**src/rtl/dgs_pkg.sv**
```systemverilog
package dgs_pkg;

  typedef enum logic [3:0] {
    ST_IDLE,
    ST_EXPO,
    ST_REL,
    ST_SLR,
    ST_HOPEN,
    ST_SHR,
    ST_TX1,
    ST_SET1,
    ST_SHS,
    ST_HCLOSE,
    ST_TX2,
    ST_SET2,
    ST_SLS,
    ST_DONE
  } seq_st_e;

  typedef struct packed {
    logic pix_rst;
    logic hdr_on;
    logic tx;
    logic smp_lr;
    logic smp_hr;
    logic smp_hs;
    logic smp_ls;
    logic busy;
    logic done;
  } ctl_t;

  function automatic seq_st_e next_phase(seq_st_e s);
    case (s)
      ST_REL:    return ST_SLR;
      ST_SLR:    return ST_HOPEN;
      ST_HOPEN:  return ST_SHR;
      ST_SHR:    return ST_TX1;
      ST_TX1:    return ST_SET1;
      ST_SET1:   return ST_SHS;
      ST_SHS:    return ST_HCLOSE;
      ST_HCLOSE: return ST_TX2;
      ST_TX2:    return ST_SET2;
      ST_SET2:   return ST_SLS;
      ST_SLS:    return ST_DONE;
      default:   return ST_IDLE;
    endcase
  endfunction

  function automatic ctl_t decode_st(seq_st_e s);
    ctl_t c;
    c         = '0;
    c.pix_rst = (s == ST_IDLE) || (s == ST_EXPO) || (s == ST_DONE);
    c.hdr_on  = !((s == ST_HOPEN) || (s == ST_SHR) || (s == ST_TX1) ||
                  (s == ST_SET1) || (s == ST_SHS));
    c.tx      = (s == ST_TX1) || (s == ST_TX2);
    c.smp_lr  = (s == ST_SLR);
    c.smp_hr  = (s == ST_SHR);
    c.smp_hs  = (s == ST_SHS);
    c.smp_ls  = (s == ST_SLS);
    c.busy    = (s != ST_IDLE) && (s != ST_DONE);
    c.done    = (s == ST_DONE);
    return c;
  endfunction

endpackage

```
**src/rtl/dgs_expo_timer.sv**
```systemverilog
module dgs_expo_timer #(
  parameter int MS_DIV = 50000,
  parameter int MS_W   = 13,
  parameter int MAX_MS = 5000
) (
  input  logic            clk,
  input  logic            rst,
  input  logic            load_i,
  input  logic [MS_W-1:0] ms_i,
  input  logic            run_i,
  output logic            expire_o
);

  localparam int PRE_W = (MS_DIV > 1) ? $clog2(MS_DIV) : 1;
  localparam logic [PRE_W-1:0] PRE_LAST = PRE_W'(MS_DIV - 1);

  logic [PRE_W-1:0] pre_q;
  logic [MS_W-1:0]  left_q;
  logic [MS_W-1:0]  ms_eff;
  logic             tick;

  always_comb begin
    if (ms_i == '0)                 ms_eff = MS_W'(1);
    else if (ms_i > MS_W'(MAX_MS))  ms_eff = MS_W'(MAX_MS);
    else                            ms_eff = ms_i;
  end

  assign tick     = run_i && (pre_q == PRE_LAST);
  assign expire_o = tick && (left_q == MS_W'(1));

  always_ff @(posedge clk) begin
    if (rst) begin
      pre_q  <= '0;
      left_q <= '0;
    end else if (load_i) begin
      pre_q  <= '0;
      left_q <= ms_eff;
    end else if (run_i) begin
      if (tick) begin
        pre_q  <= '0;
        left_q <= left_q - 1'b1;
      end else begin
        pre_q  <= pre_q + 1'b1;
      end
    end
  end

endmodule

```
**src/rtl/dgs_phase_fsm.sv**
```systemverilog
module dgs_phase_fsm
  import dgs_pkg::*;
#(
  parameter int PH_W = 8
) (
  input  logic            clk,
  input  logic            rst,
  input  logic            start_i,
  input  logic            expire_i,
  input  logic [PH_W-1:0] t_rel_i,
  input  logic [PH_W-1:0] t_smp_i,
  input  logic [PH_W-1:0] t_hdr_i,
  input  logic [PH_W-1:0] t_tx_i,
  input  logic [PH_W-1:0] t_set_i,
  output seq_st_e         st_o,
  output logic            load_o
);

  seq_st_e         st_q;
  seq_st_e         nxt;
  logic [PH_W-1:0] cnt_q;
  logic [PH_W-1:0] raw_len;
  logic [PH_W-1:0] nxt_len;

  assign nxt = (st_q == ST_EXPO) ? ST_REL : next_phase(st_q);

  always_comb begin
    case (nxt)
      ST_REL:                         raw_len = t_rel_i;
      ST_SLR, ST_SHR, ST_SHS, ST_SLS: raw_len = t_smp_i;
      ST_HOPEN, ST_HCLOSE:            raw_len = t_hdr_i;
      ST_TX1, ST_TX2:                 raw_len = t_tx_i;
      ST_SET1, ST_SET2:               raw_len = t_set_i;
      default:                        raw_len = PH_W'(1);
    endcase
    nxt_len = (raw_len == '0) ? PH_W'(1) : raw_len;
  end

  assign load_o = (st_q == ST_IDLE) && start_i;
  assign st_o   = st_q;

  always_ff @(posedge clk) begin
    if (rst) begin
      st_q  <= ST_IDLE;
      cnt_q <= '0;
    end else begin
      case (st_q)
        ST_IDLE: if (start_i) st_q <= ST_EXPO;
        ST_EXPO: begin
          if (expire_i) begin
            st_q  <= nxt;
            cnt_q <= nxt_len - 1'b1;
          end
        end
        ST_DONE: st_q <= ST_IDLE;
        default: begin
          if (cnt_q == '0) begin
            st_q  <= nxt;
            cnt_q <= nxt_len - 1'b1;
          end else begin
            cnt_q <= cnt_q - 1'b1;
          end
        end
      endcase
    end
  end

endmodule

```
**src/rtl/dgs_ctl_reg.sv**
```systemverilog
module dgs_ctl_reg
  import dgs_pkg::*;
(
  input  logic    clk,
  input  logic    rst,
  input  seq_st_e st_i,
  output ctl_t    q_o
);

  ctl_t rst_val;

  always_comb begin
    rst_val         = '0;
    rst_val.pix_rst = 1'b1;
    rst_val.hdr_on  = 1'b1;
  end

  always_ff @(posedge clk) begin
    if (rst) q_o <= rst_val;
    else     q_o <= decode_st(st_i);
  end

endmodule

```
**src/rtl/dgs_fot_sequencer.sv**
```systemverilog
module dgs_fot_sequencer
  import dgs_pkg::*;
#(
  parameter int CLK_HZ = 50_000_000,
  parameter int MS_W   = 13,
  parameter int PH_W   = 8,
  parameter int MAX_MS = 5000
) (
  input  logic            clk,
  input  logic            rst,
  input  logic            start_i,
  input  logic [MS_W-1:0] integ_ms_i,
  input  logic [PH_W-1:0] t_rel_i,
  input  logic [PH_W-1:0] t_smp_i,
  input  logic [PH_W-1:0] t_hdr_i,
  input  logic [PH_W-1:0] t_tx_i,
  input  logic [PH_W-1:0] t_set_i,
  output logic            pix_rst_o,
  output logic            hdr_on_o,
  output logic            tx_o,
  output logic            smp_lr_o,
  output logic            smp_hr_o,
  output logic            smp_hs_o,
  output logic            smp_ls_o,
  output logic            busy_o,
  output logic            done_o
);

  localparam int MS_DIV = (CLK_HZ / 1000 > 0) ? CLK_HZ / 1000 : 1;

  seq_st_e st;
  logic    load;
  logic    expire;
  ctl_t    ctl;

  dgs_expo_timer #(
    .MS_DIV (MS_DIV),
    .MS_W   (MS_W),
    .MAX_MS (MAX_MS)
  ) u_expo (
    .clk      (clk),
    .rst      (rst),
    .load_i   (load),
    .ms_i     (integ_ms_i),
    .run_i    (st == ST_EXPO),
    .expire_o (expire)
  );

  dgs_phase_fsm #(
    .PH_W (PH_W)
  ) u_fsm (
    .clk      (clk),
    .rst      (rst),
    .start_i  (start_i),
    .expire_i (expire),
    .t_rel_i  (t_rel_i),
    .t_smp_i  (t_smp_i),
    .t_hdr_i  (t_hdr_i),
    .t_tx_i   (t_tx_i),
    .t_set_i  (t_set_i),
    .st_o     (st),
    .load_o   (load)
  );

  dgs_ctl_reg u_out (
    .clk  (clk),
    .rst  (rst),
    .st_i (st),
    .q_o  (ctl)
  );

  assign pix_rst_o = ctl.pix_rst;
  assign hdr_on_o  = ctl.hdr_on;
  assign tx_o      = ctl.tx;
  assign smp_lr_o  = ctl.smp_lr;
  assign smp_hr_o  = ctl.smp_hr;
  assign smp_hs_o  = ctl.smp_hs;
  assign smp_ls_o  = ctl.smp_ls;
  assign busy_o    = ctl.busy;
  assign done_o    = ctl.done;

endmodule

```
**config.mk**
```make
export PLATFORM = sky130hd
export DESIGN_NAME = dgs_fot_sequencer
export DESIGN_NICKNAME = d
export VERILOG_FILES = /design/src/rtl/dgs_pkg.sv /design/src/rtl/dgs_expo_timer.sv /design/src/rtl/dgs_phase_fsm.sv /design/src/rtl/dgs_ctl_reg.sv /design/src/rtl/dgs_fot_sequencer.sv
export SDC_FILE = /design/constraint.sdc
export NUM_CORES = 1
export LEC_CHECK = 0
export BUFFER_PORTS_ARGS = -buffer_cell sky130_fd_sc_hd__buf_2
export CORE_UTILIZATION = 61
export DETAILED_ROUTE_END_ITERATION = 8
export GPL_TIMING_DRIVEN = 0
export PLACE_DENSITY = 0.86
export RECOVER_POWER = 100
export REMOVE_ABC_BUFFERS = 1
export SLEW_MARGIN = 10
export SYNTH_ARGS = -nofsm -noshare
export SYNTH_HDL_FRONTEND = slang
export SYNTH_HIERARCHICAL = 1
export SYNTH_SLANG_ARGS = --single-unit
```
**constraint.sdc**
```tcl
create_clock -name clk -period 10.53 [get_ports clk]
set_input_delay 0.5265 -clock clk [delete_from_list [all_inputs] [get_ports clk]]
set_output_delay 0.5265 -clock clk [all_outputs]
set_load 0.02 [all_outputs]
```
==> flow_summary_export.csv <==
group,metric,value,unit
sta,slew_viol_final,16,
run,max_cap_violations,1,
setup_path,arrival,6.71,ns
yosys,synth_most_common_cell,"dfxtp_1",
place,gp_congestion,0.8989,
yosys,yosysSeqAreaShare,29.13,%
pwr,power_density,114.3,nW/µm²
grt,grt_pass1_wl,13.70,mm
die,die_h,80,µm
sta,tns,0,ns
yosys,synth_cell_types,79,
clock_network,postCtsSetupBuffers,0,
setup_path,worstSetupStartpointType,"flip-flop",
routing,drt-vias-per-instance,6.358,
pwr,p_leak,1.552,nW
yosys,synth_common_cells,"54 x dfxtp_1, 42 x nor2_1, 27 x o21ai_0",
routing,ant_nets,0,
grt,grt_pass1_vias,3050,
sta,timing.fmax,0.1543,GHz
clock_network,path_clk_slew,0.10,ns
clock_network,cts_buffer_depth,2,
clock_network,numCtsBuffers,5,
setup_path,cp.required,10.76,ns
yosys,syn_avg_cell_area,8.473,µm²
yosys,synthArstFlopShare,0,%
outcome,violations,"capacitance limit, slew limit",
place,portBuffers,64,
die,fp.dieArea,6400,µm²
yosys,yosysWarnings,6,
sta,hold_viol_final,0,
clock_network,clock_latency,0.31,ns
die,die_w,80,µm
clock_network,ctsResizeCount,0,
setup_path,critPathMaxFanout,17,
die,start_util,63.05,%
setup_path,r2r-end,"u_expo/left_q[5]",
final_layout,final_nets,555,
routing,vias,3592,
hold_path,hold_path.class,"input port to flip-flop",
yosys,synth-seq-cells,54,
setup_path,crit_type,"flip-flop to flip-flop",
pwr,peakVddDrop,0.1045,mV
setup_path,rrSetupSlack,4.05,ns
yosys,synth_cells,438,
clock_network,cts_hold_buf,0,
final_layout,multi_input_area,2394,µm²
hold_path,hold_depth,3,
yosys,yosysTopAreaCell,"dfxtp_1",
yosys,synth_ff_type,"dfxtp_1",
clock_network,cts-root-buf,"clkbuf_8",
die,rows,28,
grt,grt_max_degree,39,
place,dp_hpwl,6.078,mm
die,io_pins,65,
yosys,ys_top_cells_by_area,"dfxtp_1 29%, nor2_1 4.2%, mux2i_1 4.0%, xor2_1 4.0%, o21ai_0 3.6%",
final_layout,drive_above_1_share,18.98,%
final_layout,diodes,0,
routing,wl_per_cell,15.12,µm
sta,grt_setup_unrepaired,"no",
final_layout,fillers,491,
setup_path,worstSetupEndpointType,"flip-flop",
routing,initialDrtViolationCount,290,
outcome,outcome,"complete, but fails checks",
sta,worstMarginPinSlew,1.587,ns
yosys,synth_edf_count,0,
routing,dr.pass1.iters,7,
sta,slew_headroom,-6.623,%
final_layout,fin_util,68.88,%
hold_path,hold_start,"integ_ms_i[6]",
hold_path,whs_endpoint,"u_expo/left_q[6]",
sta,period_minus_slack,6.480,ns
clock_network,clock_sinks,54,
sta,finClkSkew,0.01056,ns
routing,drt_wl_total,8.545,mm
grt,grt_usage,26.74,%
yosys,netlist.area_leader.share,29.13,%
sta,final-setup-viol-count,0,
grt,grt-ovfl-total,0,
yosys,syn_area,3711,µm²
clock_network,cts_tree,"yes",
sta,fin_crit_sh,61.54,%
routing,drc_errors,0,
clock_network,htree_levels,2,
final_layout,areaGrowthSynthToFinish,9.238,%
grt,antenna_found_initial,0,
setup_path,rr_worst_depth,13,
final_layout,seqCellArea,1081,µm²
setup_path,rr_startpoint,"u_fsm/st_o[0]",
die,fp.coreArea,5886,µm²
==> cells in the final DEF (no fill, tap or decap), types with 6 or more instances in the layout <==
| master | count |
|---|---|
| buf_2 | 55 |
| dfxtp_1 | 54 |
| nor2_1 | 42 |
| o21ai_0 | 29 |
| nand2_1 | 24 |
| nor3_1 | 21 |
| a21oi_1 | 20 |
| nand3_1 | 19 |
| xor2_1 | 17 |
| inv_1 | 16 |
| mux2i_1 | 15 |
| xnor2_1 | 10 |
| nor2_4 | 10 |
| ha_1 | 10 |
| clkbuf_1 | 9 |
| or3_1 | 8 |
| nor4_1 | 7 |
| a222oi_1 | 7 |
| nor4b_1 | 6 |
| nand4_1 | 6 |
| a31oi_1 | 6 |
| and3_1 | 6 |
==> where the power goes <==
group | switching [mW] | internal (mW) | leakage, nW
clock | 0.0719 | 0.0722 | 0.0587
sequential | 0.0100 | 0.211 | 0.438
combinational | 0.0562 | 0.0417 | 1.06
==> flip-flops by register name, indices dropped and copies added (netlist names), named ones only <==
register	cells
u_fsm/st_o	4
u_expo/left_q	13
u_fsm/cnt_q	8
u_expo/pre_q	16
u_out/q_o	9
==> logic make-up (layout without fill, tap and decap cells) <==
logic type / Yosys count / after routing / share of synthesized area [%]
compound gates: 108 / 108 / 20.03
fa+ha+maj: 11 / 11 / 3.641
mux: 16 / 16 / 4.349
simple gates: 186 / 186 / 30.92
xor+xnor: 27 / 27 / 6.372
buf+inv: 36 / 88 / 5.563
flops: 54 / 54 / 29.13
==> worst max-delay path by stage <==
stage	from	to	slack, ns	depth (start not counted)
2_1_floorplan	u_fsm/st_o[0]	u_expo/left_q[5]	6.30	13
3_3_place_gp	u_fsm/st_o[0]	u_expo/left_q[6]	5.34	13
3_5_place_dp	u_fsm/st_o[0]	u_expo/left_q[5]	5.79	13
4_1_cts	u_fsm/st_o[0]	u_expo/left_q[5]	5.74	13
5_1_grt	u_fsm/st_o[0]	u_expo/left_q[6]	3.56	13
6_report	u_fsm/st_o[0]	u_expo/left_q[5]	4.05	13
==> cell type report <==
cell class / instances / share of cell area (%)
repair buffers: 64 / 7.623
clock inverters: 3 / 1.173
clock buffers: 5 / 1.698
flip-flops and latches: 54 / 26.67
well taps: 75 / 2.315
inverters: 16 / 1.481
multi-input cells: 348 / 59.04
==> through the flow <==
| step | worst slack, ns | instance area (µm²) | instances | total power [mW] | hold slack [ns] |
|---|---|---|---|---|---|
| global placement | 5.341 | 3979 | 557 | 0.3193 | 0.4870 |
| detailed placement | 5.793 | 3984 | 557 | 0.3224 | 0.4953 |
| finish | 4.050 | 4054 | 565 | 0.4632 | 0.4963 |
| CTS | 5.744 | 4100 | 565 | 0.4658 | 0.4931 |
| global route | 3.557 | 4054 | 565 | 0.4871 | 0.5187 |
| floorplan | 6.296 | 3565 | 418 | 0.2925 | 0.4567 |
==> worst max-delay path, stage by stage, from the launching register on <==
cell and delay (ns):
dfxtp_1 0.66, nor4b_1 0.88, and4_4 0.42, and4_1 0.41
and4_2 0.32, mux2i_1 0.08, nand2_1 0.08, o21ai_0 0.28
nor3_1 1.34, inv_1 0.52, a41oi_1 0.49, nor3b_1 0.51
a22oi_1 0.17, a211oi_1 0.23
==> layer usage <==
layer / track usage (%) / up-vias / share of wire [%]
met4: 5.714 / 0 / 0.64
met3: 5.943 / 6 / 5.8
met1: 36.74 / 1725 / 44
met5: 0 / - / 0
met2: 42.56 / 118 / 50
li1: - / 1743 / -
(Power assumes the default switching activity.)
